===== config.mk =====
export PLATFORM = sky130hd
export DESIGN_NAME = serial_adder_top
export DESIGN_NICKNAME = d
export VERILOG_FILES = /design/src/rtl/serial_adder_pkg.sv /design/src/rtl/sa_shift_reg.sv /design/src/rtl/sa_jk_cell.sv /design/src/rtl/sa_bit_adder.sv /design/src/rtl/sa_step_counter.sv /design/src/rtl/serial_adder_top.sv
export SDC_FILE = /design/constraint.sdc
export NUM_CORES = 1
export LEC_CHECK = 0
export ABC_AREA = 1
export BUFFER_PORTS_ARGS = -buffer_cell sky130_fd_sc_hd__buf_2
export CORE_MARGIN = 1.5
export CORE_UTILIZATION = 48
export DETAILED_ROUTE_END_ITERATION = 8
export PLACE_DENSITY = 0.77
export SLEW_MARGIN = 20
export SYNTH_ARGS = -nofsm -noshare
export SYNTH_HDL_FRONTEND = slang
export SYNTH_HIERARCHICAL = 1
export SYNTH_SLANG_ARGS = --single-unit

===== constraint.sdc =====
create_clock -name clk -period 2 [get_ports clk]
set_clock_uncertainty 0.05 [all_clocks]
set_input_delay 0.2 -clock clk [delete_from_list [all_inputs] [get_ports clk]]
set_output_delay 0.2 -clock clk [all_outputs]
set_load 0.02 [all_outputs]

===== src/rtl/serial_adder_pkg.sv =====
package serial_adder_pkg;

   typedef enum logic [1:0] {
      MODE_HOLD     = 2'b00,
      MODE_SHIFT    = 2'b01,
      MODE_LOAD     = 2'b10,
      MODE_HOLD_ALT = 2'b11
   } sa_mode_e;

   function automatic logic carry_majority(input logic x, input logic y, input logic c);
      return (x & y) | (x & c) | (y & c);
   endfunction

endpackage


===== src/rtl/sa_shift_reg.sv =====
module sa_shift_reg
   import serial_adder_pkg::*;
#(
   parameter int WIDTH = 4
) (
   input  logic             clk,
   input  logic             rst_n,
   input  logic             clr,
   input  logic             step,
   input  logic [1:0]       mode,
   input  logic [WIDTH-1:0] par_in,
   input  logic             ser_in,
   output logic [WIDTH-1:0] q
);

   localparam int TOP = WIDTH - 1;

   logic [WIDTH-1:0] shifted;
   logic [WIDTH-1:0] nxt;
   sa_mode_e         mode_e;

   generate
      if (WIDTH < 2) begin : g_bad_width
         $error("sa_shift_reg: WIDTH must be at least 2");
      end
      for (genvar i = 0; i < WIDTH; i++) begin : g_bit
         if (i == TOP) begin : g_top
            assign shifted[i] = ser_in;
         end else begin : g_mid
            assign shifted[i] = q[i+1];
         end
      end
   endgenerate

   always_comb begin
      mode_e = sa_mode_e'(mode);
      nxt    = q;
      if (clr) begin
         nxt = '0;
      end else if (step) begin
         nxt = shifted;
      end else begin
         case (mode_e)
            MODE_LOAD: nxt = par_in;
            default:   nxt = q;
         endcase
      end
   end

   always_ff @(posedge clk or negedge rst_n) begin
      if (!rst_n) q <= '0;
      else        q <= nxt;
   end

endmodule


===== src/rtl/sa_jk_cell.sv =====
module sa_jk_cell (
   input  logic clk,
   input  logic rst_n,
   input  logic clr,
   input  logic en,
   input  logic j,
   input  logic k,
   output logic q
);

   logic nxt;

   always_comb begin
      nxt = q;
      if (clr) begin
         nxt = 1'b0;
      end else if (en) begin
         case ({j, k})
            2'b10:   nxt = 1'b1;
            2'b01:   nxt = 1'b0;
            2'b11:   nxt = ~q;
            default: nxt = q;
         endcase
      end
   end

   always_ff @(posedge clk or negedge rst_n) begin
      if (!rst_n) q <= 1'b0;
      else        q <= nxt;
   end

endmodule


===== src/rtl/sa_bit_adder.sv =====
module sa_bit_adder (
   input  logic x,
   input  logic y,
   input  logic c,
   output logic sum,
   output logic j,
   output logic k
);

   assign sum = x ^ y ^ c;
   assign j   = x & y;
   assign k   = ~x & ~y;

endmodule


===== src/rtl/sa_step_counter.sv =====
module sa_step_counter #(
   parameter int WIDTH = 4
) (
   input  logic clk,
   input  logic rst_n,
   input  logic clr,
   input  logic restart,
   input  logic step,
   output logic done
);

   localparam int CW = (WIDTH > 2) ? $clog2(WIDTH) : 1;
   localparam logic [CW-1:0] LAST = CW'(WIDTH - 1);

   logic [CW-1:0] cnt;

   always_ff @(posedge clk or negedge rst_n) begin
      if (!rst_n) begin
         cnt  <= '0;
         done <= 1'b0;
      end else if (clr || restart) begin
         cnt  <= '0;
         done <= 1'b0;
      end else if (step) begin
         if (cnt == LAST) begin
            cnt  <= '0;
            done <= 1'b1;
         end else begin
            cnt <= cnt + 1'b1;
         end
      end
   end

endmodule


===== src/rtl/serial_adder_top.sv =====
module serial_adder_top
   import serial_adder_pkg::*;
#(
   parameter int WIDTH = 4
) (
   input  logic             clk,
   input  logic             rst_n,
   input  logic             clr,
   input  logic             run,
   input  logic [1:0]       mode_a,
   input  logic [1:0]       mode_b,
   input  logic [WIDTH-1:0] load_a,
   input  logic [WIDTH-1:0] load_b,
   output logic [WIDTH-1:0] a_q,
   output logic [WIDTH-1:0] b_q,
   output logic             carry_q,
   output logic             done
);

   logic step;
   logic load_a_evt;
   logic sum_bit;
   logic jk_j;
   logic jk_k;
   logic carry_clr;

   assign step       = run & ~done & ~clr;
   assign load_a_evt = ~clr & ~step & (sa_mode_e'(mode_a) == MODE_LOAD);
   assign carry_clr  = clr | load_a_evt;

   sa_bit_adder u_add (
      .x   (a_q[0]),
      .y   (b_q[0]),
      .c   (carry_q),
      .sum (sum_bit),
      .j   (jk_j),
      .k   (jk_k)
   );

   sa_shift_reg #(.WIDTH(WIDTH)) u_reg_a (
      .clk    (clk),
      .rst_n  (rst_n),
      .clr    (clr),
      .step   (step),
      .mode   (mode_a),
      .par_in (load_a),
      .ser_in (sum_bit),
      .q      (a_q)
   );

   sa_shift_reg #(.WIDTH(WIDTH)) u_reg_b (
      .clk    (clk),
      .rst_n  (rst_n),
      .clr    (clr),
      .step   (step),
      .mode   (mode_b),
      .par_in (load_b),
      .ser_in (b_q[0]),
      .q      (b_q)
   );

   sa_jk_cell u_carry (
      .clk   (clk),
      .rst_n (rst_n),
      .clr   (carry_clr),
      .en    (step),
      .j     (jk_j),
      .k     (jk_k),
      .q     (carry_q)
   );

   sa_step_counter #(.WIDTH(WIDTH)) u_cnt (
      .clk     (clk),
      .rst_n   (rst_n),
      .clr     (clr),
      .restart (load_a_evt),
      .step    (step),
      .done    (done)
   );

endmodule


==> results summary <==
In this run the static leakage power is 0.610 nW. The global-route usage over all layers is 0.206. The wire length reported by the detailed router is 1.67 mm. The count of endpoints failing setup in the final report came out at 0. The final clock period utilization by the worst path came out at 0.690. The critical setup path kind is reg -> reg. After clock tree synthesis, the setup repair step added 0 buffers.

Summed over all instances, the cell type with the most area after synthesis is sky130_fd_sc_hd__dfrtp_1. Grouping stages by cell kind, the critical path spends the most delay in simple AND/OR/NAND/NOR gates. The end of the worst hold path is u_reg_a/q[1]$_DFFE_PN0P_. The die covers 1880 um2. The number of vias in the routed layout came out at 768. The number of different library cells in the post-synthesis netlist is 13. The number of flip-flops and latches in the synthesized netlist came out at 12.

The number of maximum-capacitance constraint violations is 0. The number of nets with antenna violations after detailed routing came out at 0. The first-pass GRT wire length is 2.90 mm. The region available for standard cell placement spans 1510 um2. CTS saw 12 sinks. In the final design database the tool counted 164 nets. The initial antenna violation count is 0. The tree is rooted in a sky130_fd_sc_hd__clkbuf_4.

The upper clock frequency limit is 725 MHz. The highest metal layer used by the detailed router is met4. The met2 routed wirelength came out at 803 um. In the synthesized netlist the dominant register cell turns out to be sky130_fd_sc_hd__dfrtp_1.

The worst-case headroom to the max-slew limit is 0.820. The sequential share of the synthesized area is 0.385. In the routed design, unresolved DRC markers number 0.

Yosys printed 6 warnings. The worst setup path is captured at a flip-flop. The maximum ir drop on the vdd rail is 0.000492 V. The final design utilization is 0.650. TritonCTS built the clock tree. The number of cell rows came out at 14.

The height of the die is 43.3 um. The post-synthesis cell area is 781 um2. The number of H-tree levels is 1.

With fillers left out, the area of the finished cells amounts to 980 um2. The worst setup path is launched from a flip-flop. The most critical setup path has its startpoint at u_cnt/done$_DFFE_PN0P_.

The power per standard cell area is 636 nW/um2. The overall overflow remaining after global route is 0. After filler insertion, the fill cell instance count of the layout stands at 136. Across all register-to-register paths, the minimum setup slack is 620 ps. In this run, CTS created clock tree buffers numbering 3. The sum of buffers and inverters on the critical path is 3. The largest driver fanout on the critical path came out at 18. Measured in cells, the most critical reg-to-reg path has a length of 9. The top cell type's share of synthesized area came out at 0.385. The via count of the first global-routing pass is 693. The worst hold path belongs to the class in -> reg. The fraction of final layout cells sized beyond drive strength 1 is 0.299. The number of I/O pins came out at 26. Dividing the detail-routed via count by the number of cells gives 4.80. The global placer's final weighted congestion came out at 0.769.

The number of buffer cells added on primary ports is 25. For this configuration, the core starts out at a cell density of 0.518. In the detailed route, the total length drawn on met3 is 44 um. Entering global routing, the biggest net connects 19 pins. The gate count after technology mapping came out at 113.

The signal on the critical path passes through inv_1 > nand2_2 > nor2_1 > buf_4 > inv_2 > nand2_1 > nand2_1 > nand3_1 > nand2_1. The hold-critical path depth came out at 5. The placed instances occupy a cell area of 933 um2. The floorplan die width is 43.3 um. The final count of pins violating max slew came out at 0. The initial DRC count came out at 21. In this run the critical register-to-register path is launched from u_cnt/done$_DFFE_PN0P_.

The slew at the pin closest to its max-slew limit came out at 270 ps. The flow ran to the end, and the final reports show no timing, DRC or antenna violations. Detailed placement finished with a half-perimeter wire length of 1.25 mm. Yosys instantiated no cell more often than sky130_fd_sc_hd__nand2_1. For the worst setup path, the data arrival time is 1500 ps.

The commonest cells after synthesis are 46 x sky130_fd_sc_hd__nand2_1, 19 x sky130_fd_sc_hd__nand3_1, 14 x sky130_fd_sc_hd__inv_1. The master of the slowest instance on the critical path is sky130_fd_sc_hd__dfrtp_1. Ranked by total cell area, the synthesized netlist is headed by sky130_fd_sc_hd__dfrtp_1 38%, sky130_fd_sc_hd__nand2_1 22%, sky130_fd_sc_hd__nand3_1 12%, sky130_fd_sc_hd__inv_1 6.7%, sky130_fd_sc_hd__ha_1 4.8%. The synthesis-to-layout area growth came out at 25.5%. The total negative slack came out at 0 ps. The number of synthesized flops with an enable pin came out at 0. After synthesis, the share of flip-flops with an asynchronous set or reset is 1.00. The maximum single-stage delay on the critical path came out at 390 ps.

The area occupied by multi-input gates is 413 um2. The number of hold-slack violations in the final timing report came to 0. The post-detailed-route wirelength per cell is 10.4 um. The mean post-synth cell area is 6.91 um2. The critical path required time is 2120 ps. The clock period could shrink to 1380 ps. The cell that appears most often on the critical path is sky130_fd_sc_hd__nand2_1. Setup repair after global routing left no endpoint under its margin.

In this run the most critical hold path is launched from load_a[1]. The antenna diode count came out at 0. In the final routing, the length of wire on met1 measures 805 um. The clock insertion delay at the later pin of the skew report is 270 ps.

The total nets after synthesis is 132. The clock-pin slew on the worst setup and hold paths came out at 80 ps. The first detailed-routing pass took 4 iterations.

The clock passes through at most 2 buffers. The terminus of the critical flop-to-flop path is u_reg_a/q[0]$_DFFE_PN0P_. The register area came out at 300 um2.
report_power, final:
group	switching [W]	internal, W
clock network	0.0000881	0.000111
logic	0.0000932	0.0000553
registers	0.0000160	0.000260
through the flow:
step / setup WS (ps) / cells / power (W) / hold slack (ps)
detailed placement: 672 / 155 / 0.000427 / 43.7
floorplan: 83.0 / 113 / 0.000372 / -146
global placement: 693 / 155 / 0.000424 / 38.7
finish: 620 / 160 / 0.000623 / 190
CTS: 618 / 160 / 0.000628 / 186
global route: 514 / 160 / 0.000659 / 226
sequential cells by signal (all words and copies together) (netlist names):
| signal | count |
|---|---|
| u_reg_a/q | 4 |
| u_reg_b/q | 4 |
| u_cnt/cnt | 2 |
| u_cnt/done | 1 |
| u_carry/q | 1 |
layout by cell type, fill, tap and decap left out, drive strengths merged:
cell | Yosys | layout
nor2 | 10 | 10
nand3 | 19 | 19
inv | 18 | 18
o21ai | 1 | 1
dfrtp | 12 | 12
buf | 0 | 26
dlygate4sd3 | 0 | 1
a21oi | 1 | 1
ha | 3 | 3
nand2 | 49 | 49
clkbuf | 0 | 4
what timing repair did:
item                                   4_1_cts  5_1_grt
hold buffers                                 1        0
gates resized for setup                      0        0
endpoints found under the hold margin       12        0
worst max path at each step:
stage,end,slack [ps],cells past startpoint
global placement,u_reg_b/q[0]$_DFFE_PN0P_,690,9
finish,u_reg_a/q[0]$_DFFE_PN0P_,620,9
floorplan,u_reg_a/q[2]$_DFFE_PN0P_,80,8
detailed placement,u_reg_b/q[0]$_DFFE_PN0P_,670,9
global route,u_reg_a/q[0]$_DFFE_PN0P_,510,9
CTS,u_reg_a/q[0]$_DFFE_PN0P_,620,9
logic make-up after synthesis:
kind of cell    synth area share
compound gates            0.0176
buf+inv                   0.0865
flops                      0.385
fa+ha+maj                 0.0481
simple gates               0.463
worst register-to-register path, delay by kind of cell, from the launching register on:
kind | cells | cell delay [ps]
DFF | 1 | 390
and+or+nand+nor | 6 | 430
buffers and inverters | 3 | 420
routing by layer:
layer,global-route usage,vias to the layer above
met5,0,-
met4,0.109,0
met3,0.0333,2
met2,0.307,11
met1,0.288,344
li1,-,411
layout make-up:
class / count / area share
clock buffer: 4 / 0.0370
inverter: 18 / 0.0690
timing repair buffer: 27 / 0.146
multi-input combinational: 83 / 0.421
sequential: 12 / 0.307
tap: 16 / 0.0204
Note: power is estimated with default switching activity, not from simulation.
